`src/rtl/tickdiv_pkg.sv`:
```
package tickdiv_pkg;

  parameter int unsigned CFG_W   = 8;
  parameter int unsigned EN_BIT  = 7;
  parameter int unsigned EXP_W   = 3;   // prescale exponent width
  parameter int unsigned SEL_W   = 2;   // odd multiplier selector width
  parameter int unsigned EXP_LSB = SEL_W;

  // Prescale counter must reach 2^(2^EXP_W - 1) - 1.
  localparam int unsigned PRE_CNT_W = (1 << EXP_W) - 1;
  // Largest odd multiplier is 2*2^SEL_W - 1.
  localparam int unsigned ODD_CNT_W = SEL_W + 1;

  typedef struct packed {
    logic             en;
    logic [EXP_W-1:0] exp_sel;
    logic [SEL_W-1:0] mul_sel;
  } tickdiv_cfg_t;

  function automatic tickdiv_cfg_t decode_cfg(input logic [CFG_W-1:0] raw);
    tickdiv_cfg_t c;
    c.en      = raw[EN_BIT];
    c.exp_sel = raw[EXP_LSB +: EXP_W];
    c.mul_sel = raw[0 +: SEL_W];
    return c;
  endfunction

  // Terminal count of the prescaler: 2^exp - 1, built as a thermometer.
  function automatic logic [PRE_CNT_W-1:0] pre_limit(input logic [EXP_W-1:0] e);
    logic [PRE_CNT_W-1:0] l;
    for (int i = 0; i < PRE_CNT_W; i++) l[i] = (i < int'(e));
    return l;
  endfunction

  // Terminal count of the odd counter: multiplier - 1 = 2*sel.
  function automatic logic [ODD_CNT_W-1:0] odd_limit(input logic [SEL_W-1:0] s);
    return {s, 1'b0};
  endfunction

endpackage

```
`src/rtl/tickdiv_cfg_reg.sv`:
```
module tickdiv_cfg_reg
  import tickdiv_pkg::*;
(
  input  logic             clk,
  input  logic             rst_n,
  input  logic             wr_en,
  input  logic [CFG_W-1:0] wr_data,
  output tickdiv_cfg_t     cfg
);

  tickdiv_cfg_t cfg_d, cfg_q;

  always_comb begin
    cfg_d = cfg_q;
    if (wr_en) cfg_d = decode_cfg(wr_data);
  end

  always_ff @(posedge clk or negedge rst_n) begin
    if (!rst_n) cfg_q <= '0;
    else        cfg_q <= cfg_d;
  end

  assign cfg = cfg_q;

endmodule

```
`src/rtl/tickdiv_prescaler.sv`:
```
module tickdiv_prescaler
  import tickdiv_pkg::*;
(
  input  logic                 clk,
  input  logic                 rst_n,
  input  logic                 en,
  input  logic                 restart,
  input  logic [EXP_W-1:0]     exp_sel,
  output logic                 wrap,
  output logic [PRE_CNT_W-1:0] cnt
);

  logic [PRE_CNT_W-1:0] cnt_d, cnt_q, limit;
  logic                 at_end;

  assign limit  = pre_limit(exp_sel);
  assign at_end = (cnt_q == limit);

  always_comb begin
    cnt_d = cnt_q;
    if (restart || !en) cnt_d = '0;
    else if (at_end)    cnt_d = '0;
    else                cnt_d = cnt_q + 1'b1;
  end

  always_ff @(posedge clk or negedge rst_n) begin
    if (!rst_n) cnt_q <= '0;
    else        cnt_q <= cnt_d;
  end

  assign wrap = en && at_end;
  assign cnt  = cnt_q;

endmodule

```
`src/rtl/tickdiv_odd_counter.sv`:
```
module tickdiv_odd_counter
  import tickdiv_pkg::*;
(
  input  logic                 clk,
  input  logic                 rst_n,
  input  logic                 en,
  input  logic                 restart,
  input  logic                 step,
  input  logic [SEL_W-1:0]     mul_sel,
  output logic                 done,
  output logic [ODD_CNT_W-1:0] cnt
);

  logic [ODD_CNT_W-1:0] cnt_d, cnt_q, limit;
  logic                 at_end;

  assign limit  = odd_limit(mul_sel);
  assign at_end = (cnt_q == limit);

  always_comb begin
    cnt_d = cnt_q;
    if (restart || !en) cnt_d = '0;
    else if (step)      cnt_d = at_end ? '0 : cnt_q + 1'b1;
  end

  always_ff @(posedge clk or negedge rst_n) begin
    if (!rst_n) cnt_q <= '0;
    else        cnt_q <= cnt_d;
  end

  assign done = en && step && at_end;
  assign cnt  = cnt_q;

endmodule

```
`src/rtl/tick_divider.sv`:
```
module tick_divider
  import tickdiv_pkg::*;
(
  input  logic       clk,
  input  logic       rst_n,
  input  logic       cfg_we,
  input  logic [7:0] cfg_wdata,
  output logic       tick,
  output logic       active
);

  tickdiv_cfg_t         cfg;
  logic                 pre_wrap;
  logic                 odd_done;
  logic [PRE_CNT_W-1:0] pre_cnt;
  logic [ODD_CNT_W-1:0] odd_cnt;
  logic                 active_d, active_q;

  tickdiv_cfg_reg u_cfg (
    .clk     (clk),
    .rst_n   (rst_n),
    .wr_en   (cfg_we),
    .wr_data (cfg_wdata),
    .cfg     (cfg)
  );

  tickdiv_prescaler u_pre (
    .clk     (clk),
    .rst_n   (rst_n),
    .en      (cfg.en),
    .restart (cfg_we),
    .exp_sel (cfg.exp_sel),
    .wrap    (pre_wrap),
    .cnt     (pre_cnt)
  );

  tickdiv_odd_counter u_odd (
    .clk     (clk),
    .rst_n   (rst_n),
    .en      (cfg.en),
    .restart (cfg_we),
    .step    (pre_wrap),
    .mul_sel (cfg.mul_sel),
    .done    (odd_done),
    .cnt     (odd_cnt)
  );

  // A write takes priority over a coincident tick.
  always_comb begin
    active_d = active_q;
    if (cfg_we)        active_d = 1'b0;
    else if (odd_done) active_d = 1'b1;
  end

  always_ff @(posedge clk or negedge rst_n) begin
    if (!rst_n) active_q <= 1'b0;
    else        active_q <= active_d;
  end

  assign tick   = odd_done;
  assign active = active_q;

endmodule

```
`config.mk`:
```
export PLATFORM = sky130hd
export DESIGN_NAME = tick_divider
export DESIGN_NICKNAME = d
export VERILOG_FILES = /design/src/rtl/tickdiv_pkg.sv /design/src/rtl/tickdiv_cfg_reg.sv /design/src/rtl/tickdiv_prescaler.sv /design/src/rtl/tickdiv_odd_counter.sv /design/src/rtl/tick_divider.sv
export SDC_FILE = /design/constraint.sdc
export NUM_CORES = 1
export LEC_CHECK = 0
export BUFFER_PORTS_ARGS = -buffer_cell sky130_fd_sc_hd__buf_2
export CAP_MARGIN = 10
export CORE_MARGIN = 2
export CORE_UTILIZATION = 52
export DETAILED_ROUTE_END_ITERATION = 6
export PLACE_DENSITY_LB_ADDON = 0.05
export SETUP_SLACK_MARGIN = 0.3
export SKIP_CTS_REPAIR_TIMING = 1
export SLEW_MARGIN = 25
export SYNTH_ARGS = -nofsm -noshare
export SYNTH_HDL_FRONTEND = slang
export SYNTH_SLANG_ARGS = --single-unit
```
`constraint.sdc`:
```
create_clock -name clk -period 2.4 [get_ports clk]
set_input_delay 0 -clock clk [delete_from_list [all_inputs] [get_ports clk]]
set_output_delay 0 -clock clk [all_outputs]
set_load 0.02 [all_outputs]
```
==> results_dict.tcl, run 1 <==
set metrics [dict create \
    status "completed" \
    yosysMostFrequentCell "dfrtp_1" \
    grt_pass1_vias 643 \
    initial_core_util_pct 55.5 \
    synthCells 89 \
    leakagePower_nw 0.508 \
    ys.flop_type "dfrtp_1" \
    area_delta_synth_final_pct 17.7 \
    worstPathRequired_ns 2.40 \
    synth_compound_area_share_pct 14.9 \
    yosysSeqAreaShare_pct 43.9 \
    placed_area_um2 1010 \
    worst_pin_slew_ns 0.451 \
    wl_mm 1.83 \
    setup_viol 0 \
    slew_violations 0 \
    finalCritPeriodShare_pct 83.1 \
    synthMuxAreaShare_pct 7.88 \
    cp_max_fo 9 \
    ys_ff_latch 17 \
    grt_max_degree 18 \
    antenna_found_initial 0 \
    gp_congestion 0.811 \
    fin_skew_ns 0.00613 \
    slew_headroom_pct 69.7 \
    synth_top_area_share_pct 43.9 \
    rsz0062_at_grt "no" \
    antenna_left 0 \
    grt_pass1_wl_mm 2.94 \
    hold_path_class "input pin to flop" \
    cts_tree "done" \
    synth_top_cell_by_area "dfrtp_1" \
    synthAdderAreaFrac_pct 2.58 \
    die-area_um2 2220 \
    drtIter0Drc 5 \
    synth-simple-area-share_pct 17.2 \
    drtPass1Iterations 4 \
    synth_area_um2 968 \
    fin_area_um2 1140 \
    core-area_um2 1750 \
    fin_tns_setup_ns 0 \
    io_buffers 10 \
    path_class "flop to output pin" \
    ir_drop_mv 0.378 \
    final_layout_size_suffix_gt1_share_pct 25.7 \
    diodes 0 \
    synth_nets 102 \
    wire_per_inst_um 13.7 \
    yosys_warnings 0 \
    rows 15 \
    grt_use_total_pct 19.3 \
    end_kind "output pin" \
    viasPerCell 5.48 \
    dieWidth_um 47.2 \
    grt-ovfl-total 0 \
    max_freq_ghz 0.502 \
    whs_ns 0.0199 \
    drc 0 \
    cts_root_buf "clkbuf_4" \
    async_flop_share_pct 100 \
    final-hold-violation-count 0 \
    period_needed_ns 1.99 \
    powerDensity_nw_per_um2 492 \
    n_fill_cell 154 \
    r2r_slack_ns 0.59 \
    top_level_ports 13 \
    synth_commonest_cells "dfrtp_1 (17), nor3_1 (10), nand2_1 (7)" \
    cp.arrival_ns 1.99 \
    synth_edf_count 0 \
    max-cap-violations 0 \
    startpoint_type "flop" \
    clk_pin_slew_ns 0.10 \
    hpwl_mm 1.29 \
    synth_top_family_by_area "simple AND/OR/NAND/NOR gates" \
    cts_made_buffers 3 \
    h-tree-depth 1 \
    yosys-top-cells-area "dfrtp_1 (44%), mux2_2 (5.8%), nor3_1 (5.2%)" \
    fin_nets 123 \
    synth.avg_cell_area_um2 10.9 \
    vias 734 \
    synth_xor_area_share_pct 8.14 \
    clock-sinks 17 \
    ys_types 33 \
    utilization_pct 65.3 \
    clk_path_buf_depth 2 \
    clk_latency_ns 0.29 \
    die-height_um 47.2 \
]
==> cells in the final DEF (no fill, tap or decap), types with 2 or more instances in the layout <==
cell type	count
xnor2_1	4
nand3b_1	2
nand2_1	7
dfrtp_2	3
clkbuf_4	3
a21oi_1	2
buf_2	10
o21ai_0	2
mux2_2	5
nand3_1	2
buf_4	3
nor3_1	10
a32o_1	2
mux2i_1	2
nor2_1	3
and3_1	2
ha_1	2
dfrtp_1	14
dlygate4sd3_1	7
inv_1	3
xor2_1	5
==> where the power goes <==
group          leakage (nW)  internal (W)  switching (W)  total (W)
clock network        0.0150     0.0000645      0.0000881   0.000153
logic                 0.273     0.0000469      0.0000411  0.0000881
registers             0.221      0.000299      0.0000214   0.000321
==> path summary, 6_finish.rpt <==
| check | startpoint | to | depth (start not counted) |
|---|---|---|---|
| worst max-delay path | u_cfg.cfg[3] | tick | 6 |
| worst min-delay path | cfg_we | u_cfg.cfg[5] | 3 |
| worst max register to register | u_cfg.cfg[3] | u_odd.cnt[2] | 6 |
| worst min register to register | active | active | 1 |
| max in group asynchronous | rst_n | u_cfg.cfg[3] | 2 |
| min in group asynchronous | rst_n | u_pre.cnt[2] | 2 |
==> layer usage <==
metal | up-vias | GRT usage [%] | wire, um
met3 | 2 | 4.62 | 89
met4 | 0 | 6.67 | 12
li1 | 365 | - | -
met5 | - | 0 | 0
met1 | 344 | 28.0 | 909
met2 | 23 | 28.2 | 819
==> cell families (layout without fill, tap and decap cells) <==
| family | after synthesis | in the layout |
|---|---|---|
| compound gates | 15 | 15 |
| xor+xnor | 9 | 9 |
| fa+ha+maj | 2 | 2 |
| buf+inv | 7 | 27 |
| flops | 17 | 17 |
| mux | 7 | 7 |
| simple gates | 32 | 32 |
==> stage by stage <==
| stage | total power [W] | setup WS (ns) | instances |
|---|---|---|---|
| 3_5_place_dp | 0.000399 | 0.491 | 120 |
| 3_3_place_gp | 0.000396 | 0.516 | 120 |
| 5_1_grt | 0.000591 | 0.302 | 134 |
| 2_1_floorplan | 0.000382 | 0.777 | 89 |
| 6_report | 0.000561 | 0.406 | 134 |
| 4_1_cts | 0.000552 | 0.157 | 124 |
==> worst max-delay path, cell delays in order, from the launching register on <==
cell and delay [ns]:
dfrtp_2 0.50, a21oi_4 0.14, xnor2_1 0.10, a2111oi_4 0.41
o211a_4 0.24, and3_1 0.15, buf_2 0.16
==> flip-flops by register name (all words and copies together), names as in the netlist <==
register and count:
u_odd.cnt 3, u_cfg.cfg 6, active 1, u_pre.cnt 7
==> layout make-up <==
cell class | instances | area (um2) | share of cell area (%)
inverter | 3 | 11.3 | 0.988
multi-input combinational | 65 | 499 | 43.8
clock buffer | 4 | 26.3 | 2.31
timing repair buffer | 20 | 143 | 12.5
tap | 25 | 31.3 | 2.74
sequential | 17 | 429 | 37.7
(Power assumes the default switching activity.)
==> run 2, diff against run 1 <==
==> constraint.sdc (replaced) <==
create_clock -name clk -period 2.05 [get_ports clk]
set_input_delay 0 -clock clk [delete_from_list [all_inputs] [get_ports clk]]
set_output_delay 0 -clock clk [all_outputs]
set_load 0.02 [all_outputs]
==> run 2 against run 1 <==
Setup slack got worse by 0.33 ns. Global-route usage increased by 0.35 points. Clock power increased by 19%. Final cell count increased by 5.2%. First-iteration DRC count increased by 140%. Critical endpoint unchanged. Largest cell class unchanged. Highest routed layer unchanged.
==> results_dict.tcl, run 2 (synthesis gave the netlist of run 1 again) <==
set metrics [dict create \
    dieWidth_um 47.2 \
    end_kind "output pin" \
    top_level_ports 13 \
    cts_tree "done" \
    core-area_um2 1750 \
    h-tree-depth 1 \
    drtIter0Drc 12 \
    area_delta_synth_final_pct 27.9 \
    period_needed_ns 1.97 \
    diodes 0 \
    clk_path_buf_depth 2 \
    grt_use_total_pct 19.6 \
    r2r_slack_ns 0.24 \
    setup_viol 0 \
    r2r_end "u_pre.cnt[6]" \
    slew_violations 0 \
    register_area_um2 429 \
    gp_congestion 0.872 \
    power.total_w 0.000687 \
    finalCritPeriodShare_pct 96.2 \
    clk_pin_slew_ns 0.10 \
    powerDensity_nw_per_um2 555 \
    grt_pass1_vias 666 \
    die-area_um2 2220 \
    grt_max_degree 18 \
    grt-ovfl-total 0 \
    worst_pin_slew_ns 0.415 \
    viasPerCell 5.46 \
    layout.cells.non_filler 141 \
    hpwl_mm 1.28 \
    ir_drop_mv 0.528 \
    cp.arrival_ns 1.97 \
    max-cap-violations 0 \
    rr_worst_depth 7 \
    io_buffers 10 \
    whs_path_depth 3 \
    cts_made_buffers 3 \
    rows 15 \
    cts_root_buf "clkbuf_4" \
    grt_pass1_wl_mm 3.03 \
    clk_latency_ns 0.29 \
    initial_core_util_pct 55.5 \
    fin_skew_ns 0.00343 \
    antenna_left 0 \
    most-common-layout-cells "dfrtp_1 (14), buf_2 (10), buf_4 (9)" \
    startpoint_type "flop" \
    n_fill_cell 133 \
    multi_input_area_um2 538 \
    rsz0062_at_grt "yes" \
    slew_headroom_pct 72.3 \
    final_layout_size_suffix_gt1_share_pct 36.2 \
    vias 770 \
    crit_start "u_cfg.cfg[3]" \
    wire_per_inst_um 14.4 \
    largest_reg_flops 7 \
    cp_max_fo 6 \
    fin_nets 130 \
    wl_mm 2.04 \
    final-hold-violation-count 0 \
    status "completed" \
    max_freq_ghz 0.507 \
    clock-sinks 17 \
    path_class "flop to output pin" \
    reg2reg_from "u_cfg.cfg[3]" \
    hold_path_class "input pin to flop" \
    final_common_cell "dfrtp_1" \
    die-height_um 47.2 \
    antenna_found_initial 0 \
    cp-endpoint "tick" \
    drtPass1Iterations 5 \
    dp_cells 122 \
    worstPathRequired_ns 2.05 \
    drc 0 \
    leakagePower_nw 0.550 \
]
[run 2: cell types whose count changed in the layout (fill, tap and decap cells not counted), sizes merged]
cell	before	now
buf	13	20
clkbuf	4	3
clkinvlp	0	1
[run 2: worst min-delay path by stage]
stage | start | endpoint | slack (ns)
finish | cfg_we | u_cfg.cfg[5] | 0.005
global route | cfg_we | u_cfg.cfg[5] | 0.03
global placement | rst_n | u_pre.cnt[2] | -0.06
floorplan | rst_n | active | -0.30
CTS | rst_n | u_cfg.cfg[2] | -0.40
detailed placement | rst_n | u_pre.cnt[2] | -0.06
[run 2: final cells by class]
class / instances / share of cell area (%)
repair buffers: 27 / 16.1
inverters: 3 / 0.909
well taps: 25 / 2.53
clock inverters: 1 / 0.606
flip-flops and latches: 17 / 34.6
multi-input cells: 65 / 43.4
clock buffers: 3 / 1.82
[run 2: power by group]
part	switching, W	leakage (nW)	internal [W]
Clock	0.000107	0.0139	0.0000744
Combinational	0.0000613	0.316	0.0000705
Sequential	0.0000238	0.221	0.000350
Total	0.000192	0.550	0.000495
[run 2: layer usage]
layer  track usage, %  wire [um]
met4             6.67         13
met1             26.9        914
met3             7.31         70
met2             28.8       1040
met5                0          0
[run 2: worst max-delay path, stage by stage (launching register included)]
cell,delay (ns)
dfrtp_2,0.48
a21oi_4,0.18
xnor2_2,0.09
a2111oi_4,0.39
o211a_4,0.25
and3_4,0.18
buf_6,0.11
[run 2: stage by stage]
stage | util (%) | TNS, ns | setup WS (ns) | hold slack [ns] | cell area, um2
2_1_floorplan | - | 0 | 0.427 | -0.296 | 968
3_3_place_gp | 58.6 | 0 | 0.228 | -0.0602 | 1020
3_5_place_dp | 58.6 | 0 | 0.207 | -0.0618 | 1020
4_1_cts | 60.4 | -0.141 | -0.141 | -0.399 | 1050
5_1_grt | 71.0 | -0.0276 | -0.0276 | 0.0345 | 1240
6_report | 71.0 | 0 | 0.0786 | 0.00485 | 1240
==> run 3, diff against run 2 <==
--- a/config.mk
+++ b/config.mk
@@ -7,6 +7,7 @@
 export LEC_CHECK = 0
 export BUFFER_PORTS_ARGS = -buffer_cell sky130_fd_sc_hd__buf_2
 export CAP_MARGIN = 10
+export CORE_ASPECT_RATIO = 1.1
 export CORE_MARGIN = 2
 export CORE_UTILIZATION = 52
 export DETAILED_ROUTE_END_ITERATION = 6
==> run 3 against run 2 <==
Design area decreased by 3.1%. Via count fell by 4.2%. Clock skew fell by 0.0020 ns. Count of clock-buffer cells in the layout grew 1. Die area about the same. Clock power decreased by 5%. Fmax rose by 1.3%. Non-clock buffer count shrank 2. Total power fell by 2.2%. Wire length down 8.7%. Register-to-register slack better by 0.07 ns. Hold slack gained 0.024 ns. Critical endpoint unchanged.
==> results_dict.tcl, run 3 (synthesis gave the netlist of run 1 again) <==
set metrics [dict create \
    max-cap-violations 0 \
    placed_area_um2 1010 \
    final_layout_size_suffix_gt1_share_pct 33.3 \
    layout.cells.non_filler 132 \
    dieWidth_um 45.1 \
    wire_per_inst_um 14.1 \
    clk_latency_ns 0.28 \
    worstPathRequired_ns 2.05 \
    cts_root_buf "clkbuf_4" \
    p_switching_w 0.000178 \
    final-hold-violation-count 0 \
    die-height_um 49.3 \
    die-area_um2 2220 \
    setup_viol 0 \
    cts_made_buffers 3 \
    viasPerCell 5.59 \
    largest_reg_flops 7 \
    drtIter0Drc 4 \
    slew_headroom_pct 73.3 \
    leakagePower_nw 0.544 \
    cp_max_fo 7 \
    final_common_cell "dfrtp_1" \
    io_buffers 10 \
    clk_pin_slew_ns 0.09 \
    grt_pass1_vias 734 \
    clock_power_share_pct 25.8 \
    p_int_w 0.000494 \
    period_needed_ns 1.95 \
    antenna_left 0 \
    fin_skew_ns 0.00146 \
    p_seq_share_pct 55.5 \
    rows 16 \
    wl_mm 1.86 \
    dp_cells 115 \
    end_kind "output pin" \
    grt_use_total_pct 19.6 \
    path_class "flop to output pin" \
    diodes 0 \
    slowest_delay_ns 0.47 \
    startpoint_type "flop" \
    gp_congestion 0.832 \
    grt-ovfl-total 0 \
    slowest_stage "dfrtp_2" \
    fin_area_um2 1200 \
    cts_tree "done" \
    hold_path_class "input pin to flop" \
    grt_max_degree 18 \
    powerDensity_nw_per_um2 561 \
    most-common-layout-cells "dfrtp_1 (14), buf_2 (10)" \
    hpwl_mm 1.31 \
    antenna_found_initial 0 \
    cp.arrival_ns 1.95 \
    ir_drop_mv 0.318 \
    h-tree-depth 1 \
    swShare_pct 26.5 \
    initial_core_util_pct 55.0 \
    drtPass1Iterations 3 \
    vias 738 \
    drc 0 \
    area_delta_synth_final_pct 23.9 \
    rsz0062_at_grt "yes" \
    clk_path_buf_depth 2 \
    max_freq_ghz 0.514 \
    fin_nets 128 \
    status "completed" \
    grt_pass1_wl_mm 3.24 \
    worst_pin_slew_ns 0.399 \
    slew_violations 0 \
    core-area_um2 1760 \
    top_level_ports 13 \
    p_comb_share_pct 18.7 \
    clock-sinks 17 \
    worstPathCellList "a21oi_4 > xnor2_2 > a2111oi_4 > o211a_1 > and3_1 > buf_2" \
    finalCritPeriodShare_pct 94.9 \
]
-- run 3: changes by cell type in the layout (fill, tap and decap cells not counted), sizes merged --
cell	change
buf	-2
clkbuf	+1
clkinvlp	-1
-- run 3: power groups by stage --
stage / Sequential (W) / Combinational, W / Clock [W]
finish: 0.000373 / 0.000126 / 0.000173
global route: 0.000377 / 0.000139 / 0.000202
CTS: 0.000373 / 0.0000911 / 0.000183
detailed placement: 0.000380 / 0.0000905 / 0
global placement: 0.000379 / 0.0000881 / 0
floorplan: 0.000367 / 0.0000807 / 0
-- run 3: worst max-delay path, delay by kind of cell (launching register included) --
kind | cells | cell delay, ns
AOI/OAI and AO/OA | 3 | 0.81
xor gates and xnor gates | 1 | 0.09
buffers and inverters | 1 | 0.15
DFF | 1 | 0.47
and+or+nand+nor | 1 | 0.15
-- run 3: final timing paths --
path                       slack, ns          from  depth (start not counted)            to
setup / recovery                0.10  u_cfg.cfg[2]                          6          tick
hold / removal                  0.03        cfg_we                          3  u_cfg.cfg[5]
setup reg to reg                0.31  u_cfg.cfg[2]                          7  u_pre.cnt[4]
hold reg to reg                 0.56        active                          1        active
max in group asynchronous       1.60         rst_n                          2  u_cfg.cfg[4]
min in group asynchronous       0.16         rst_n                          2  u_cfg.cfg[0]
-- run 3: area by class of cell --
class	count	area, um2
flip-flops and latches	17	429
inverters	3	11.3
multi-input cells	65	527
fillers	139	562
repair buffers	25	184
clock buffers	4	26.3
well taps	18	22.5
-- run 3: through the flow --
step	hold slack [ns]	total power, W	setup TNS (ns)	util (%)	setup slack (ns)
floorplan	-0.296	0.000447	0	-	0.427
global placement	-0.0615	0.000467	0	57.6	0.259
detailed placement	-0.0586	0.000470	0	57.6	0.248
CTS	-0.374	0.000647	-0.0620	59.1	-0.0620
global route	0.0328	0.000718	-0.00221	68.1	-0.00221
finish	0.0293	0.000673	0	68.1	0.104
-- run 3: layer usage --
layer / wire length (um) / track usage, % / vias to the layer above
li1: - / - / 367
met1: 825 / 25.4 / 365
met2: 1000 / 32.6 / 4
met3: 22 / 2.22 / 2
met4: 9 / 7.35 / 0
met5: 0 / 0 / -
